File: config.mk
export PLATFORM = sky130hd
export DESIGN_NAME = irq_cfg_regfile
export DESIGN_NICKNAME = d
export VERILOG_FILES = /design/src/rtl/irq_cfg_pkg.sv /design/src/rtl/irq_cfg_decode.sv /design/src/rtl/irq_gateway.sv /design/src/rtl/irq_cfg_regfile.sv
export SDC_FILE = /design/constraint.sdc
export NUM_CORES = 1
export LEC_CHECK = 0
export BUFFER_PORTS_ARGS = -buffer_cell sky130_fd_sc_hd__buf_4
export CORE_MARGIN = 5
export CORE_UTILIZATION = 54
export CTS_CLUSTER_DIAMETER = 50
export CTS_CLUSTER_SIZE = 40
export DETAILED_ROUTE_END_ITERATION = 10
export GPL_TIMING_DRIVEN = 0
export PLACE_DENSITY = 0.84
export SLEW_MARGIN = 20
export SYNTH_ARGS = -nofsm -noshare
export SYNTH_HDL_FRONTEND = slang
export SYNTH_SLANG_ARGS = --single-unit
File: constraint.sdc
create_clock -name clk -period 2.33 [get_ports clk]
set_input_delay 0.1165 -clock clk [delete_from_list [all_inputs] [get_ports clk]]
set_output_delay 0.1165 -clock clk [all_outputs]
set_load 0.01 [all_outputs]
File: src/rtl/irq_cfg_pkg.sv
package irq_cfg_pkg;
  typedef enum logic [2:0] {
    SEL_NONE,
    SEL_PRIO,
    SEL_PEND,
    SEL_EN,
    SEL_GLB,
    SEL_GWC,
    SEL_GWCLR
  } reg_sel_e;

  localparam int PAGE_LSB = 12;
endpackage

File: src/rtl/irq_cfg_decode.sv
module irq_cfg_decode
  import irq_cfg_pkg::*;
#(
  parameter int ADDR_W  = 16,
  parameter int NUM_SRC = 32,
  parameter int IDX_W   = 5
) (
  input  logic [ADDR_W-1:0] addr,
  output reg_sel_e          sel,
  output logic [IDX_W-1:0]  idx
);
  localparam int PAGE_W = ADDR_W - PAGE_LSB;

  logic [PAGE_W-1:0]   page;
  logic [PAGE_LSB-1:0] offs;
  logic                src_ok;
  logic                word0;

  always_comb begin
    page   = addr[ADDR_W-1:PAGE_LSB];
    offs   = addr[PAGE_LSB-1:0];
    idx    = offs[IDX_W+1:2];
    word0  = (offs == '0);
    src_ok = (offs[1:0] == 2'b00) && ((offs >> (IDX_W + 2)) == '0) &&
             (idx != '0) && (32'(idx) < NUM_SRC);
    case (page)
      PAGE_W'(0): sel = src_ok ? SEL_PRIO  : SEL_NONE;
      PAGE_W'(1): sel = word0  ? SEL_PEND  : SEL_NONE;
      PAGE_W'(2): sel = src_ok ? SEL_EN    : SEL_NONE;
      PAGE_W'(3): sel = word0  ? SEL_GLB   : SEL_NONE;
      PAGE_W'(4): sel = src_ok ? SEL_GWC   : SEL_NONE;
      PAGE_W'(5): sel = src_ok ? SEL_GWCLR : SEL_NONE;
      default:    sel = SEL_NONE;
    endcase
  end
endmodule

File: src/rtl/irq_gateway.sv
module irq_gateway (
  input  logic       clk,
  input  logic       rst,
  input  logic       req_i,
  input  logic [1:0] cfg_i,
  input  logic       clr_i,
  output logic       pend_o
);
  logic adj;
  logic prev_q;

  assign adj = req_i ^ cfg_i[0];

  always_ff @(posedge clk) begin
    if (rst) begin
      prev_q <= 1'b0;
      pend_o <= 1'b0;
    end else begin
      prev_q <= adj;
      if (!cfg_i[1])
        pend_o <= adj;
      else if (adj && !prev_q)
        pend_o <= 1'b1;
      else if (clr_i)
        pend_o <= 1'b0;
    end
  end


  edge_hold_chk: assert property (@(posedge clk) disable iff (rst)
    (pend_o && cfg_i[1] && !clr_i) |=> pend_o);


  clear_chk: assert property (@(posedge clk) disable iff (rst)
    (clr_i && cfg_i[1] && !(req_i ^ cfg_i[0])) |=> !pend_o);


  level_follow_chk: assert property (@(posedge clk) disable iff (rst)
    !cfg_i[1] |=> (pend_o == $past(req_i ^ cfg_i[0])));


  fall_no_set_chk: assert property (@(posedge clk) disable iff (rst)
    (cfg_i == 2'b10 && !pend_o && !req_i) |=> !pend_o);
endmodule

File: src/rtl/irq_cfg_regfile.sv
module irq_cfg_regfile
  import irq_cfg_pkg::*;
#(
  parameter int ADDR_W  = 16,
  parameter int DATA_W  = 32,
  parameter int NUM_SRC = 32,
  parameter int PRIO_W  = 4
) (
  input  logic                      clk,
  input  logic                      rst,
  input  logic                      rd_en,
  input  logic [ADDR_W-1:0]         rd_addr,
  output logic [DATA_W-1:0]         rd_data,
  input  logic                      wr_en,
  input  logic [ADDR_W-1:0]         wr_addr,
  input  logic [DATA_W-1:0]         wr_data,
  input  logic [NUM_SRC-1:0]        irq_req,
  output logic [NUM_SRC-1:0]        src_en,
  output logic [NUM_SRC-1:0]        src_pend,
  output logic [NUM_SRC*PRIO_W-1:0] src_prio,
  output logic                      order_cfg
);
  localparam int IDX_W = $clog2(NUM_SRC);
  localparam int GWC_W = 2;

  reg_sel_e         wsel, rsel;
  logic [IDX_W-1:0] widx, ridx;

  logic [PRIO_W-1:0] prio_q [NUM_SRC];
  logic [GWC_W-1:0]  gwc_q  [NUM_SRC];
  logic [NUM_SRC-1:0] en_q;
  logic               glb_q;
  logic [NUM_SRC-1:0] clr_w;
  logic [NUM_SRC-1:0] pend_w;
  logic [DATA_W-1:0]  rd_val;
  logic               wdata_unused;

  assign wdata_unused = ^wr_data[DATA_W-1:PRIO_W];

  irq_cfg_decode #(.ADDR_W(ADDR_W), .NUM_SRC(NUM_SRC), .IDX_W(IDX_W)) u_wdec (
    .addr(wr_addr), .sel(wsel), .idx(widx)
  );
  irq_cfg_decode #(.ADDR_W(ADDR_W), .NUM_SRC(NUM_SRC), .IDX_W(IDX_W)) u_rdec (
    .addr(rd_addr), .sel(rsel), .idx(ridx)
  );

  // Configuration storage; index 0 is never decoded and keeps its reset value.
  always_ff @(posedge clk) begin
    if (rst) begin
      for (int s = 0; s < NUM_SRC; s++) begin
        prio_q[s] <= '0;
        gwc_q[s]  <= '0;
      end
      en_q  <= '0;
      glb_q <= 1'b0;
    end else if (wr_en) begin
      for (int s = 1; s < NUM_SRC; s++) begin
        if (widx == IDX_W'(s)) begin
          if (wsel == SEL_PRIO) prio_q[s] <= wr_data[PRIO_W-1:0];
          if (wsel == SEL_EN)   en_q[s]   <= wr_data[0];
          if (wsel == SEL_GWC)  gwc_q[s]  <= wr_data[GWC_W-1:0];
        end
      end
      if (wsel == SEL_GLB) glb_q <= wr_data[0];
    end
  end

  assign pend_w[0] = 1'b0;
  assign clr_w[0]  = 1'b0;

  for (genvar s = 1; s < NUM_SRC; s++) begin : g_src
    assign clr_w[s] = wr_en && (wsel == SEL_GWCLR) && (widx == IDX_W'(s));

    irq_gateway u_gw (
      .clk   (clk),
      .rst   (rst),
      .req_i (irq_req[s]),
      .cfg_i (gwc_q[s]),
      .clr_i (clr_w[s]),
      .pend_o(pend_w[s])
    );


    prio_wr_chk: assert property (@(posedge clk) disable iff (rst)
      (wr_en && wsel == SEL_PRIO && widx == IDX_W'(s)) |=>
        (src_prio[s*PRIO_W +: PRIO_W] == $past(wr_data[PRIO_W-1:0])));
  end

  for (genvar s = 0; s < NUM_SRC; s++) begin : g_flat
    assign src_prio[s*PRIO_W +: PRIO_W] = prio_q[s];
  end

  assign src_en    = en_q;
  assign src_pend  = pend_w;
  assign order_cfg = glb_q;

  always_comb begin
    rd_val = '0;
    case (rsel)
      SEL_PRIO: rd_val[PRIO_W-1:0] = prio_q[ridx];
      SEL_PEND: rd_val[NUM_SRC-1:0] = pend_w;
      SEL_EN:   rd_val[0]           = en_q[ridx];
      SEL_GLB:  rd_val[0]           = glb_q;
      SEL_GWC:  rd_val[GWC_W-1:0]   = gwc_q[ridx];
      default:  rd_val = '0;
    endcase
  end

  always_ff @(posedge clk) begin
    if (rst)        rd_data <= '0;
    else if (rd_en) rd_data <= rd_val;
    else            rd_data <= '0;
  end


  rd_idle_chk: assert property (@(posedge clk) disable iff (rst)
    !rd_en |=> (rd_data == '0));


  pend_rd_chk: assert property (@(posedge clk) disable iff (rst)
    (rd_en && rsel == SEL_PEND) |=> (rd_data[NUM_SRC-1:0] == $past(src_pend)));


  slot0_chk: assert property (@(posedge clk) disable iff (rst)
    (wr_en && wsel == SEL_PRIO) |=> (!src_en[0] && !src_pend[0]));
endmodule

==> impl_summary.md <==
Logic synthesis
Yosys printed 0 warnings. The gate count of the mapped netlist is 1158. After synthesis, the share of flip-flops with an asynchronous set or reset is 0%. The portion of synthesized area spent on multiplexers is 10.9%. Of the total synthesized cell area, the portion taken by XOR and XNOR cells is 1.97%. The most instantiated flip-flop cell in the synthesis netlist is edfxtp_1.

The mean cell area of the mapped netlist is 11.9 um^2. The post-synthesis sequential element count is 312. The top cell type by area accounts for 40.6% of the synthesized area. Ranked by total cell area, the synthesized netlist is headed by edfxtp_1 (41%), dfxtp_1 (18%), mux4_2 (6.9%), nor2_1 (5.0%), nand2_1 (2.7%).

The unique cell type count in the Yosys netlist is 60. In this run, synthesis inferred 186 flip-flops with an integrated enable. The post-synthesis adder-cell area fraction is 0%. By area, the combinational part of the netlist is dominated by simple AND/OR/NAND/NOR gates.

The synthesized netlist occupies a cell area of 13800 um^2. The synthesized netlist devotes 10.2% of its cell area to compound gates. The share of the yosys chip area belonging to registers is 58.9%. edfxtp_1 takes more of the synthesized area than any other cell.

The synthesized netlist devotes 13.1% of its cell area to simple gates.

Place
The placed instances occupy a cell area of 16300 um^2. The post-detailed-placement half-perimeter wirelength is 35700 um. In this run the tool buffered the top-level ports with 281 buffer cells.

The routability congestion estimate is 1.00. The minimum setup slack after placement is -0.585 ns.

GRT
Global routing used 32.1% of the available tracks. The number of antenna violations at the first check in global routing was 0. The wire length of the first global-routing pass is 69300 um. The total grt overflow is 0. The maximum number of pins on one net before global-route repair is 31. The number of global-route vias before repair is 11300.

Final layout
Cells with a size suffix above 1 make up 29.9% of the layout. The number of antenna cells inserted is 0. After filler insertion, the fill cell instance count of the layout stands at 1768. The area of all placed cells without fillers is 17600 um^2. The number of nets at the end of the flow is 1610. The area growth from synthesis to layout is 28.1%.

Die
The die area is 28800 um^2. The core region area is 25100 um^2. After floorplanning, the core was divided into 58 placement rows. The width of the chip is 170 um. For this configuration, the core starts out at a cell density of 54.8%.

The count of boundary I/O pins is 325. The die is 170 um tall.

Critical path
The path type of the worst setup path is in -> reg. The worst setup path is captured at a register. The arrival time reported for the critical path endpoint is 2.71 ns. The worst setup path is launched from a primary input. The critical path starts at rd_addr[4]. The peak fanout along the critical path is 10.

At the worst endpoint, the required time is 2.73 ns. The startpoint of the worst register-to-register path is gwc_q[7][0].

Routing
In the final routed layout, each cell accounts on average for 25.9 um. The final wirelength is 48100 um. Using the TritonRoute via totals, the vias-per-cell ratio works out to 6.15.

The routed layout has 11400 vias. The remaining design rule violation count is 0. The number of iterations in the first detailed-routing pass is 5. In this run, the number of DRC markers left after iteration 0 of detailed routing was 1286. The number of antenna-violating nets in the routed design is 0.

Clock network
The clock passes through at most 3 buffers. In this run, CTS created clock tree buffers numbering 29. The tree is rooted in a clkbuf_16. The TritonCTS clock tree is yes. Clock-pin slew was measured on the worst setup and hold paths at 0.07 ns. The number of setup buffers added after CTS is 0. CTS built an H-tree with a depth of 1. At the later pin of the worst-skew pair, clock insertion delay measures 0.55 ns. The total clock sinks is 312.

Outcome
The flow ran to the end, and the final reports show no timing, DRC or antenna violations.

STA
The clock arrives with 0.0133 ns of skew. The worst pin sits at a relative slew slack of 35.2%. Setup violations remaining at the end of the flow were counted as 0. Setup repair after global routing left no endpoint under its margin. The transition time at the pin with the least slew margin is 0.970 ns. The smallest setup slack after layout is 0.0202 ns.

The minimum hold slack is 0.0212 ns. The maximum operating frequency is 433 MHz. The worst path needs 2.31 ns of the cycle, external delays included. The final number of max-transition violations is 0. The part of the cycle the worst path needs is 99.1%. The hold violation count in the final report is 0.

Hold path
The worst hold path begins at rd_en. The class of the tightest hold or removal check is in -> reg.

Pwr
The power per unit of standard cell area is 726 nW/um^2. Summed over all cells, the static leakage comes to 0.00679 uW. Across the VDD grid, the largest voltage drop is 0.521 mV.

Flow run
The tool flagged a number of max-cap violations equal to 0.
cells in the mapped netlist (3+ instances only):
master    number
a22o_1         3
and2_1        29
o21ai_0       26
nand4_1       19
a21oi_1       51
nor2_1       182
buf_6          3
o211ai_1      13
edfxtp_1     186
a211oi_1       3
mux2i_1       28
mux2_2        10
o21bai_1      39
o31ai_1        7
nand2_1       98
or4_1          5
a221oi_1       4
a21o_1        39
inv_1          6
buf_1          6
nor3_1         4
a31oi_1       10
nor2b_1       16
nor4_1         5
nand2b_1       6
buf_4         41
clkbuf_1      46
and3_1         3
mux4_2        42
dfxtp_1      126
xnor2_1       31
buf_2         14
nand3_1       19
mux4_1         6
stage by stage:
step | total power [uW] | utilization (%) | setup TNS [ns] | instances
3_5_place_dp | 8050 | 65.0 | -41.43 | 1775
2_1_floorplan | 7270 | - | 0 | 1163
5_1_grt | 13200 | 70.2 | 0 | 1862
4_1_cts | 12800 | 70.2 | 0 | 1862
6_report | 12800 | 70.2 | 0 | 1862
3_3_place_gp | 7990 | 64.9 | -88.69 | 1774
critical path: stages:
cell and delay (ns):
buf_2 0.23, buf_4 0.28, buf_4 0.30, buf_4 0.34, mux4_2 0.42, mux4_2 0.50, mux2i_1 0.34, o21ai_0 0.18
logic make-up (layout without fill, tap and decap cells):
family,count (synthesis),count (layout)
buffers and inverters,120,489
other,1,6
muxes,86,86
AOI/OAI and AO/OA,210,210
and+or+nand+nor,398,398
xor gates and xnor gates,31,31
DFF,312,312
final timing paths:
path / endpoint / slack (ns) / cells past startpoint
hold reg to reg: g_src[11].u_gw.pend_o / 0.47 / 2
setup reg to reg: rd_data[0] / 0.09 / 6
setup / recovery: rd_data[2] / 0.02 / 8
hold / removal: rd_data[0] / 0.02 / 3
power by group:
| group | total [uW] | internal [uW] | switching, uW | leakage [uW] |
|---|---|---|---|---|
| registers | 6410 | 6170 | 243 | 0.00281 |
| clock network | 4800 | 2510 | 2290 | 0.000472 |
| logic | 1600 | 791 | 811 | 0.00351 |
| total | 12800 | 9470 | 3340 | 0.00679 |
registers in the layout, indices dropped and copies added, names as in the netlist:
name               count
g_src.u_gw.pend_o     31
g_src.u_gw.prev_q     31
gwc_q                 62
order_cfg              1
prio_q               124
rd_data               32
src_en                31
placed cells by master (no fill, tap or decap), types with 7 or more instances in the layout:
cell             n
inv_6            7
buf_4          323
nand4_1         19
clkbuf_16       29
edfxtp_1       186
clkbuf_1        48
o21bai_1        39
a31oi_1         10
o211ai_1        13
o21ai_0         26
nand2_1         98
nor2b_1         13
buf_2           13
a21oi_1         51
dlygate4sd3_1   34
xnor2_1         31
mux4_2          42
a21o_1          39
and2_1          29
nand3_1         19
mux2_2          10
nor2_1         182
dfxtp_1        126
o31ai_1          7
mux2i_1         28
final cells by class:
| class | count | area [um^2] | share of cell area [%] |
|---|---|---|---|
| well taps | 330 | 413 | 2.34 |
| repair buffers | 316 | 2460 | 14.0 |
| clock buffers | 32 | 737 | 4.18 |
| clock inverters | 21 | 219 | 1.24 |
| plain buffers | 114 | 653 | 3.70 |
| inverters | 6 | 22.5 | 0.128 |
| multi-input cells | 731 | 5020 | 28.5 |
| flip-flops and latches | 312 | 8110 | 46.0 |
timing repair:
item / CTS / global route
pin swaps: 0 / 0
gates resized for setup: 1 / 3
hold buffers: 34 / 0
endpoints found under the hold margin: 59 / 0
setup endpoints to repair: 1 / 2
routing by layer:
layer  global-route usage, %  part of all wire (%)
met4                    16.5                   6.2
met1                    41.3                    35
met2                    51.7                    47
met5                       0                     0
met3                    6.96                    12
No activity file was read; power rests on OpenSTA's default activity.
